==> src/rtl/sfsr_pkg.sv <==
package sfsr_pkg;
  localparam int BYTE_W = 8;
  localparam int NREG = 3;
  localparam int CNT_W = $clog2(NREG + 1);
  localparam logic [CNT_W-1:0] WR_MAX = CNT_W'(NREG);
  localparam logic [BYTE_W-2:0] CFG_RESET = 7'h10;

  localparam logic [BYTE_W-1:0] OP_RD1 = 8'h05;
  localparam logic [BYTE_W-1:0] OP_RD2 = 8'h35;
  localparam logic [BYTE_W-1:0] OP_RD3 = 8'h33;
  localparam logic [BYTE_W-1:0] OP_WRS = 8'h01;
  localparam logic [BYTE_W-1:0] OP_WEN = 8'h06;
  localparam logic [BYTE_W-1:0] OP_WDI = 8'h04;

  typedef enum logic [2:0] {
    ST_IDLE, ST_READ, ST_WEN, ST_WDI, ST_WRS, ST_SKIP
  } cmd_st_e;

  typedef logic [NREG-1:0][BYTE_W-1:0] wr_buf_t;
endpackage

==> src/rtl/sfsr_cmd_fsm.sv <==
module sfsr_cmd_fsm
  import sfsr_pkg::*;
(
  input  logic              clk,
  input  logic              rst_n,
  input  logic              byte_fire,
  input  logic [BYTE_W-1:0] byte_in,
  input  logic              end_mark,
  input  logic              end_ragged,
  output logic              rd_active,
  output logic [1:0]        rd_sel,
  output logic              wel_set,
  output logic              wel_clr,
  output logic              wr_commit,
  output logic [CNT_W-1:0]  wr_len,
  output wr_buf_t           wr_bytes
);
  cmd_st_e st_q, st_d, kind;
  logic [1:0] sel_q, sel_d;
  logic [CNT_W-1:0] cnt_q, n_cnt;
  wr_buf_t buf_q, n_buf;
  logic op_fire, data_fire, whole_end;

  function automatic cmd_st_e classify(input logic [BYTE_W-1:0] op);
    case (op)
      OP_WRS:                 classify = ST_WRS;
      OP_WEN:                 classify = ST_WEN;
      OP_WDI:                 classify = ST_WDI;
      OP_RD1, OP_RD2, OP_RD3: classify = ST_READ;
      default:                classify = ST_SKIP;
    endcase
  endfunction

  always_comb begin
    op_fire   = byte_fire && (st_q == ST_IDLE);
    data_fire = byte_fire && (st_q == ST_WRS) && (cnt_q != WR_MAX);
    n_cnt     = cnt_q + CNT_W'(data_fire);
    n_buf     = buf_q;
    if (data_fire) n_buf[cnt_q[1:0]] = byte_in;
    kind  = op_fire ? classify(byte_in) : st_q;
    sel_d = sel_q;
    if (op_fire) begin
      case (byte_in)
        OP_RD2:  sel_d = 2'd1;
        OP_RD3:  sel_d = 2'd2;
        default: sel_d = 2'd0;
      endcase
    end
    st_d = end_mark ? ST_IDLE : kind;
  end

  always_ff @(posedge clk or negedge rst_n) begin
    if (!rst_n) begin
      st_q  <= ST_IDLE;
      sel_q <= '0;
      cnt_q <= '0;
      buf_q <= '0;
    end else begin
      st_q  <= st_d;
      sel_q <= sel_d;
      cnt_q <= end_mark ? '0 : n_cnt;
      buf_q <= n_buf;
    end
  end

  assign whole_end = end_mark && !end_ragged;
  assign wel_set   = whole_end && (kind == ST_WEN);
  assign wel_clr   = whole_end && (kind == ST_WDI);
  assign wr_commit = whole_end && (kind == ST_WRS) && (n_cnt != '0);
  assign wr_len    = n_cnt;
  assign wr_bytes  = n_buf;
  assign rd_active = (st_q == ST_READ);
  assign rd_sel    = sel_q;
endmodule

==> src/rtl/sfsr_reg_bank.sv <==
module sfsr_reg_bank
  import sfsr_pkg::*;
(
  input  logic              clk,
  input  logic              rst_n,
  input  logic              wel_set,
  input  logic              wel_clr,
  input  logic              wr_commit,
  input  logic [CNT_W-1:0]  wr_len,
  input  wr_buf_t           wr_bytes,
  input  logic              busy_in,
  input  logic              suspend_in,
  output logic [BYTE_W-1:0] stat1,
  output logic [BYTE_W-1:0] stat2,
  output logic [BYTE_W-1:0] stat3
);
  logic [5:0] prot_q;
  logic wel_q, cmp_q, qe_q, srp1_q;
  logic [3:0] lock_q;
  logic [BYTE_W-2:0] cfg_q;
  logic apply;
  logic unused_bits;

  assign apply = wr_commit && wel_q;
  assign unused_bits = ^{wr_bytes[0][1:0], wr_bytes[1][7], wr_bytes[2][7]};

  always_ff @(posedge clk or negedge rst_n) begin
    if (!rst_n) begin
      prot_q <= '0;
      wel_q  <= 1'b0;
      cmp_q  <= 1'b0;
      qe_q   <= 1'b0;
      srp1_q <= 1'b0;
      lock_q <= '0;
      cfg_q  <= CFG_RESET;
    end else begin
      if (wel_set) wel_q <= 1'b1;
      if (wel_clr) wel_q <= 1'b0;
      if (apply) begin
        wel_q  <= 1'b0;
        prot_q <= wr_bytes[0][7:2];
        if (wr_len == CNT_W'(1)) begin
          cmp_q  <= 1'b0;
          qe_q   <= 1'b0;
          srp1_q <= 1'b0;
        end else begin
          cmp_q  <= wr_bytes[1][6];
          qe_q   <= wr_bytes[1][1];
          srp1_q <= wr_bytes[1][0];
          lock_q <= lock_q | wr_bytes[1][5:2];
        end
        if (wr_len == WR_MAX) cfg_q <= wr_bytes[2][6:0];
      end
    end
  end

  assign stat1 = {prot_q, wel_q, busy_in};
  assign stat2 = {suspend_in, cmp_q, lock_q, qe_q, srp1_q};
  assign stat3 = {1'b0, cfg_q};
endmodule

==> src/rtl/sfsr_status_regfile.sv <==
module sfsr_status_regfile
  import sfsr_pkg::*;
(
  input  logic              clk,
  input  logic              rst_n,
  input  logic              cmd_valid,
  output logic              cmd_ready,
  input  logic [BYTE_W-1:0] cmd_byte,
  input  logic              cs_done,
  input  logic              cs_ragged,
  output logic              rsp_valid,
  input  logic              rsp_ready,
  output logic [BYTE_W-1:0] rsp_byte,
  input  logic              busy_in,
  input  logic              suspend_in,
  output logic [BYTE_W-1:0] stat1,
  output logic [BYTE_W-1:0] stat2,
  output logic [BYTE_W-1:0] stat3
);
  logic rd_active, wel_set, wel_clr, wr_commit;
  logic [1:0] rd_sel;
  logic [CNT_W-1:0] wr_len;
  wr_buf_t wr_bytes;
  logic [NREG-1:0][BYTE_W-1:0] regs_view;

  assign cmd_ready = !rd_active || rsp_ready;

  sfsr_cmd_fsm u_fsm (
    .clk(clk), .rst_n(rst_n),
    .byte_fire(cmd_valid && cmd_ready), .byte_in(cmd_byte),
    .end_mark(cs_done), .end_ragged(cs_ragged),
    .rd_active(rd_active), .rd_sel(rd_sel),
    .wel_set(wel_set), .wel_clr(wel_clr),
    .wr_commit(wr_commit), .wr_len(wr_len), .wr_bytes(wr_bytes)
  );

  sfsr_reg_bank u_bank (
    .clk(clk), .rst_n(rst_n),
    .wel_set(wel_set), .wel_clr(wel_clr),
    .wr_commit(wr_commit), .wr_len(wr_len), .wr_bytes(wr_bytes),
    .busy_in(busy_in), .suspend_in(suspend_in),
    .stat1(stat1), .stat2(stat2), .stat3(stat3)
  );

  assign regs_view = {stat3, stat2, stat1};
  assign rsp_valid = rd_active;
  assign rsp_byte  = regs_view[rd_sel];
endmodule

==> config.mk <==
export PLATFORM = sky130hd
export DESIGN_NAME = sfsr_status_regfile
export DESIGN_NICKNAME = d
export VERILOG_FILES = /design/src/rtl/sfsr_pkg.sv /design/src/rtl/sfsr_cmd_fsm.sv /design/src/rtl/sfsr_reg_bank.sv /design/src/rtl/sfsr_status_regfile.sv
export SDC_FILE = /design/constraint.sdc
export NUM_CORES = 1
export LEC_CHECK = 0
export BUFFER_PORTS_ARGS = -buffer_cell sky130_fd_sc_hd__buf_2
export CAP_MARGIN = 20
export CORE_ASPECT_RATIO = 0.7
export CORE_MARGIN = 1
export CORE_UTILIZATION = 48
export DETAILED_ROUTE_END_ITERATION = 10
export GPL_TIMING_DRIVEN = 1
export PLACE_DENSITY = 0.75
export SETUP_SLACK_MARGIN = 0.2
export SYNTH_ARGS = -nofsm -noshare
export SYNTH_HDL_FRONTEND = slang
export SYNTH_SLANG_ARGS = --single-unit
==> constraint.sdc <==
create_clock -name clk -period 2.3 [get_ports clk]
set_input_delay 0.115 -clock clk [delete_from_list [all_inputs] [get_ports clk]]
set_output_delay 0.115 -clock clk [all_outputs]
set_load 0.05 [all_outputs]
==> flow_summary_export.csv <==
group,metric,value,unit
setup_path,crit_chain,"buf_4, buf_4, or4b_4, a221o_1, nor3_4, buf_4, mux2_2",
die,die_h,59.71,um
grt,gr-total-overflow,0,
setup_path,crit_path_max_fanout,4,
setup_path,max_stage_delay,0.54,ns
setup_path,worst_ep_required_time,2.48,ns
die,coreArea,0.004454,sq mm
drt,drc,3,
cells_and_area,area_growth,27.23,%
sta,rsz0062_at_grt,"yes",
placed_design,placed_cells,298,
grt,grt_usage,0.2297,
yosys,synthesis.yosys.warnings,0,
yosys,yosysUniqueCellTypes,46,
yosys,synth_flop_cell,"dfrtp_1",
die,rows,20,
yosys,syn_inst,184,
grt,busiest_layer,"met2",
drt,finalWirelength,5456,um
drt,drt_iter0_markers,87,
sta,min_period,2.389,ns
yosys,synth_top_area_share,0.5151,
setup_path,arrival,2.57,ns
sta,slew_viol_final,0,
power_and_ir_drop,leakage,1.534,nW
power_and_ir_drop,vdd_drop_max,0.3245,mV
grt,use_met3,0.04420,
sta,period_share,1.039,
run_status,outcome,"finished, violations left",
yosys,ys_async_sr_fraction,1.000,
clock_tree,clock-sinks,48,
die,initial_core_util,0.5126,
placed_design,hpwl,3973,um
die,io_pins,50,
clock_tree,numCtsBuffers,5,
cells_and_area,drive_gt1_frac,0.4961,
grt,grt_max_degree,30,
clock_tree,cts_tree,"built",
setup_path,critical_path.top_delay_family,"simple AND/OR/NAND/NOR gates",
clock_tree,clk_latency,0.30,ns
grt,grt_pass1_wl,8528,um
clock_tree,clk_pin_slew,0.09,ns
cells_and_area,register_area,0.001202,sq mm
yosys,syn_area,0.002283,sq mm
setup_path,cp.depth,7,
yosys,ys_ff_latch,48,
setup_path,rrSetupSlack,-0.09,ns
grt,met1_usage,0.3336,
setup_path,worst_setup_path_end_kind,"flop",
setup_path,cp_num_buf_inv,3,
run_status,violations,"DRC, setup timing",
grt,antenna_found_initial,0,
min_path,min_path_type,"in2reg",
setup_path,cp_common_cell,"buf_4",
sta,final-hold-violation-count,0,
yosys,ys_top_cells_by_area,"dfrtp_1 52%, mux2_2 12%, mux2i_1 4.8%",
setup_path,start_kind,"flop",
placed_design,port_buffers,48,
grt,met2_usage,0.3630,
cells_and_area,diodes,0,
placed_design,gp_congestion,0.8520,
drt,dr.pass1.iters,7,
cells_and_area,multi_input_area,0.001056,sq mm
job,max_cap_viol_count,0,
yosys,synth.net_count,201,
setup_path,path_class,"reg2reg",
cells_and_area,final_core_util,0.6522,
die,dieArea,0.005041,sq mm
sta,worst_clock_skew,0.01036,ns
sta,fmax,0.4186,GHz
yosys,synth_seq_area_share,0.5266,
yosys,yosys-top-cells-count,"47 x dfrtp_1, 24 x mux2_2, 11 x mux2i_1, 11 x nand2_1, 11 x o21ai_0",
setup_path,cp-endpoint,"u_bank.cfg_q[5]",
clock_tree,clock-root-buffer,"clkbuf_8",
sta,fin_ws,-0.08882,ns
setup_path,startpoint,"u_fsm.st_q[1]",
setup_path,r2r-end,"u_bank.cfg_q[5]",
sta,setup_viol,13,
yosys,synth_top_area_cell,"dfrtp_1",
cells_and_area,nets,270,
sta,setup_tns,-0.8254,ns
clock_tree,htree_num_levels,2,
grt,grt_pass1_vias,1668,
setup_path,rr_worst_depth,7,
yosys,avgSynthCellArea,12.41,sq um
power_and_ir_drop,p_per_area,646.3,mW/mm^2
drt,drtAntennaViolNets,0,
die,die_w,84.44,um
drt,drt-wirelength-per-cell,17.66,um
cells_and_area,layout.cells.non_filler,309,
setup_path,timing.rr.start,"u_fsm.st_q[1]",
setup_path,critical_path.slowest_cell,"or4b_4",
yosys,synth_edf_count,0,
drt,vias,1726,
cells_and_area,fillers,367,
clock_tree,clockBufferDepth,2,
drt,via_per_inst,5.586,
yosys,yosys.cell_count.top_type,"dfrtp_1",
## worst register-to-register path, cell delays in order, from the launching register on
cell and delay (ns):
dfrtp_1 0.39, buf_4 0.13, buf_4 0.14, or4b_4 0.55, a221o_1 0.39, nor3_4 0.18
buf_4 0.18, mux2_2 0.33
## state kept, by name, indices dropped and copies added (netlist names)
register	cells
u_fsm.buf_q	20
u_bank.cfg_q	7
u_bank.prot_q	6
u_bank.lock_q	4
u_fsm.st_q	3
u_fsm.cnt_q	2
u_fsm.rd_sel	2
u_bank.cmp_q	1
u_bank.qe_q	1
u_bank.srp1_q	1
u_bank.wel_q	1
## cells in the final DEF, fill, tap and decap left out, types with 2 or more instances in the layout
cell type,count
mux2_4,9
mux2_2,21
buf_2,48
nand2_1,11
o31ai_2,2
buf_4,24
inv_1,4
a21o_1,4
dfrtp_1,47
o211ai_1,2
nand3_1,2
nor2_1,5
a21oi_1,2
nand2b_1,3
nor3_4,2
nor2b_1,5
o21ai_0,11
nand4_1,2
mux2i_1,11
clkbuf_8,6
o31ai_1,2
## timing repair
action,in CTS,in global routing
hold endpoints to repair,47,0
resized for setup,6,4
hold buffers,1,0
pin swaps,1,1
setup buffers,1,1
endpoints found under the setup margin,21,21
## layout make-up
cell class                 count  area share
timing repair buffer          74      0.1520
clock buffer                   6     0.02842
multi-input combinational    120      0.3635
clock inverter                 2     0.01335
inverter                       4    0.005168
tap                           55     0.02369
sequential                    48      0.4139
## power by group
part	switching, mW	internal [mW]
registers	0.0272	0.922
logic	0.166	0.123
clock network	0.284	0.356
## worst min-delay path by stage
stage	depth (start not counted)	slack, ns	startpoint	endpoint
2_1_floorplan	0	-0.18	rst_n	u_bank.cfg_q[0]
3_3_place_gp	2	0.10	rst_n	u_fsm.buf_q[17]
3_5_place_dp	2	0.11	rst_n	u_fsm.buf_q[17]
4_1_cts	2	0.05	cs_done	u_fsm.cnt_q[0]
5_1_grt	2	0.06	cs_done	u_fsm.cnt_q[1]
6_report	2	0.06	cs_done	u_fsm.cnt_q[0]
## routing by layer
| layer | routed length, um | vias to the layer above |
|---|---|---|
| met3 | 302 | 10 |
| met4 | 65 | 0 |
| met1 | 2644 | 852 |
| met2 | 2444 | 66 |
| met5 | 0 | - |
| li1 | - | 798 |
## through the flow
stage / setup slack (ns) / hold slack (ns) / cell area [sq um] / total power, mW
detailed placement: -0.2113 / 0.1117 / 2704 / 1.244
finish: -0.08882 / 0.06070 / 2905 / 1.878
global placement: -0.1362 / 0.1023 / 2704 / 1.227
CTS: -0.08930 / 0.05164 / 2868 / 1.887
global route: -0.1704 / 0.06463 / 2905 / 1.963
floorplan: -0.09462 / -0.1806 / 2302 / 1.134
## cells by family after synthesis
logic type	Yosys count	synth area share
flip-flops	48	0.5266
adder cells (fa/ha/maj)	1	0.005479
AND/OR/NAND/NOR	44	0.1195
multiplexers	41	0.2060
other	1	0.001642
AO/OA/AOI/OAI	31	0.09151
XOR/XNOR	2	0.007673
buffers and inverters	16	0.04164
No activity file was read; power rests on OpenSTA's default activity.
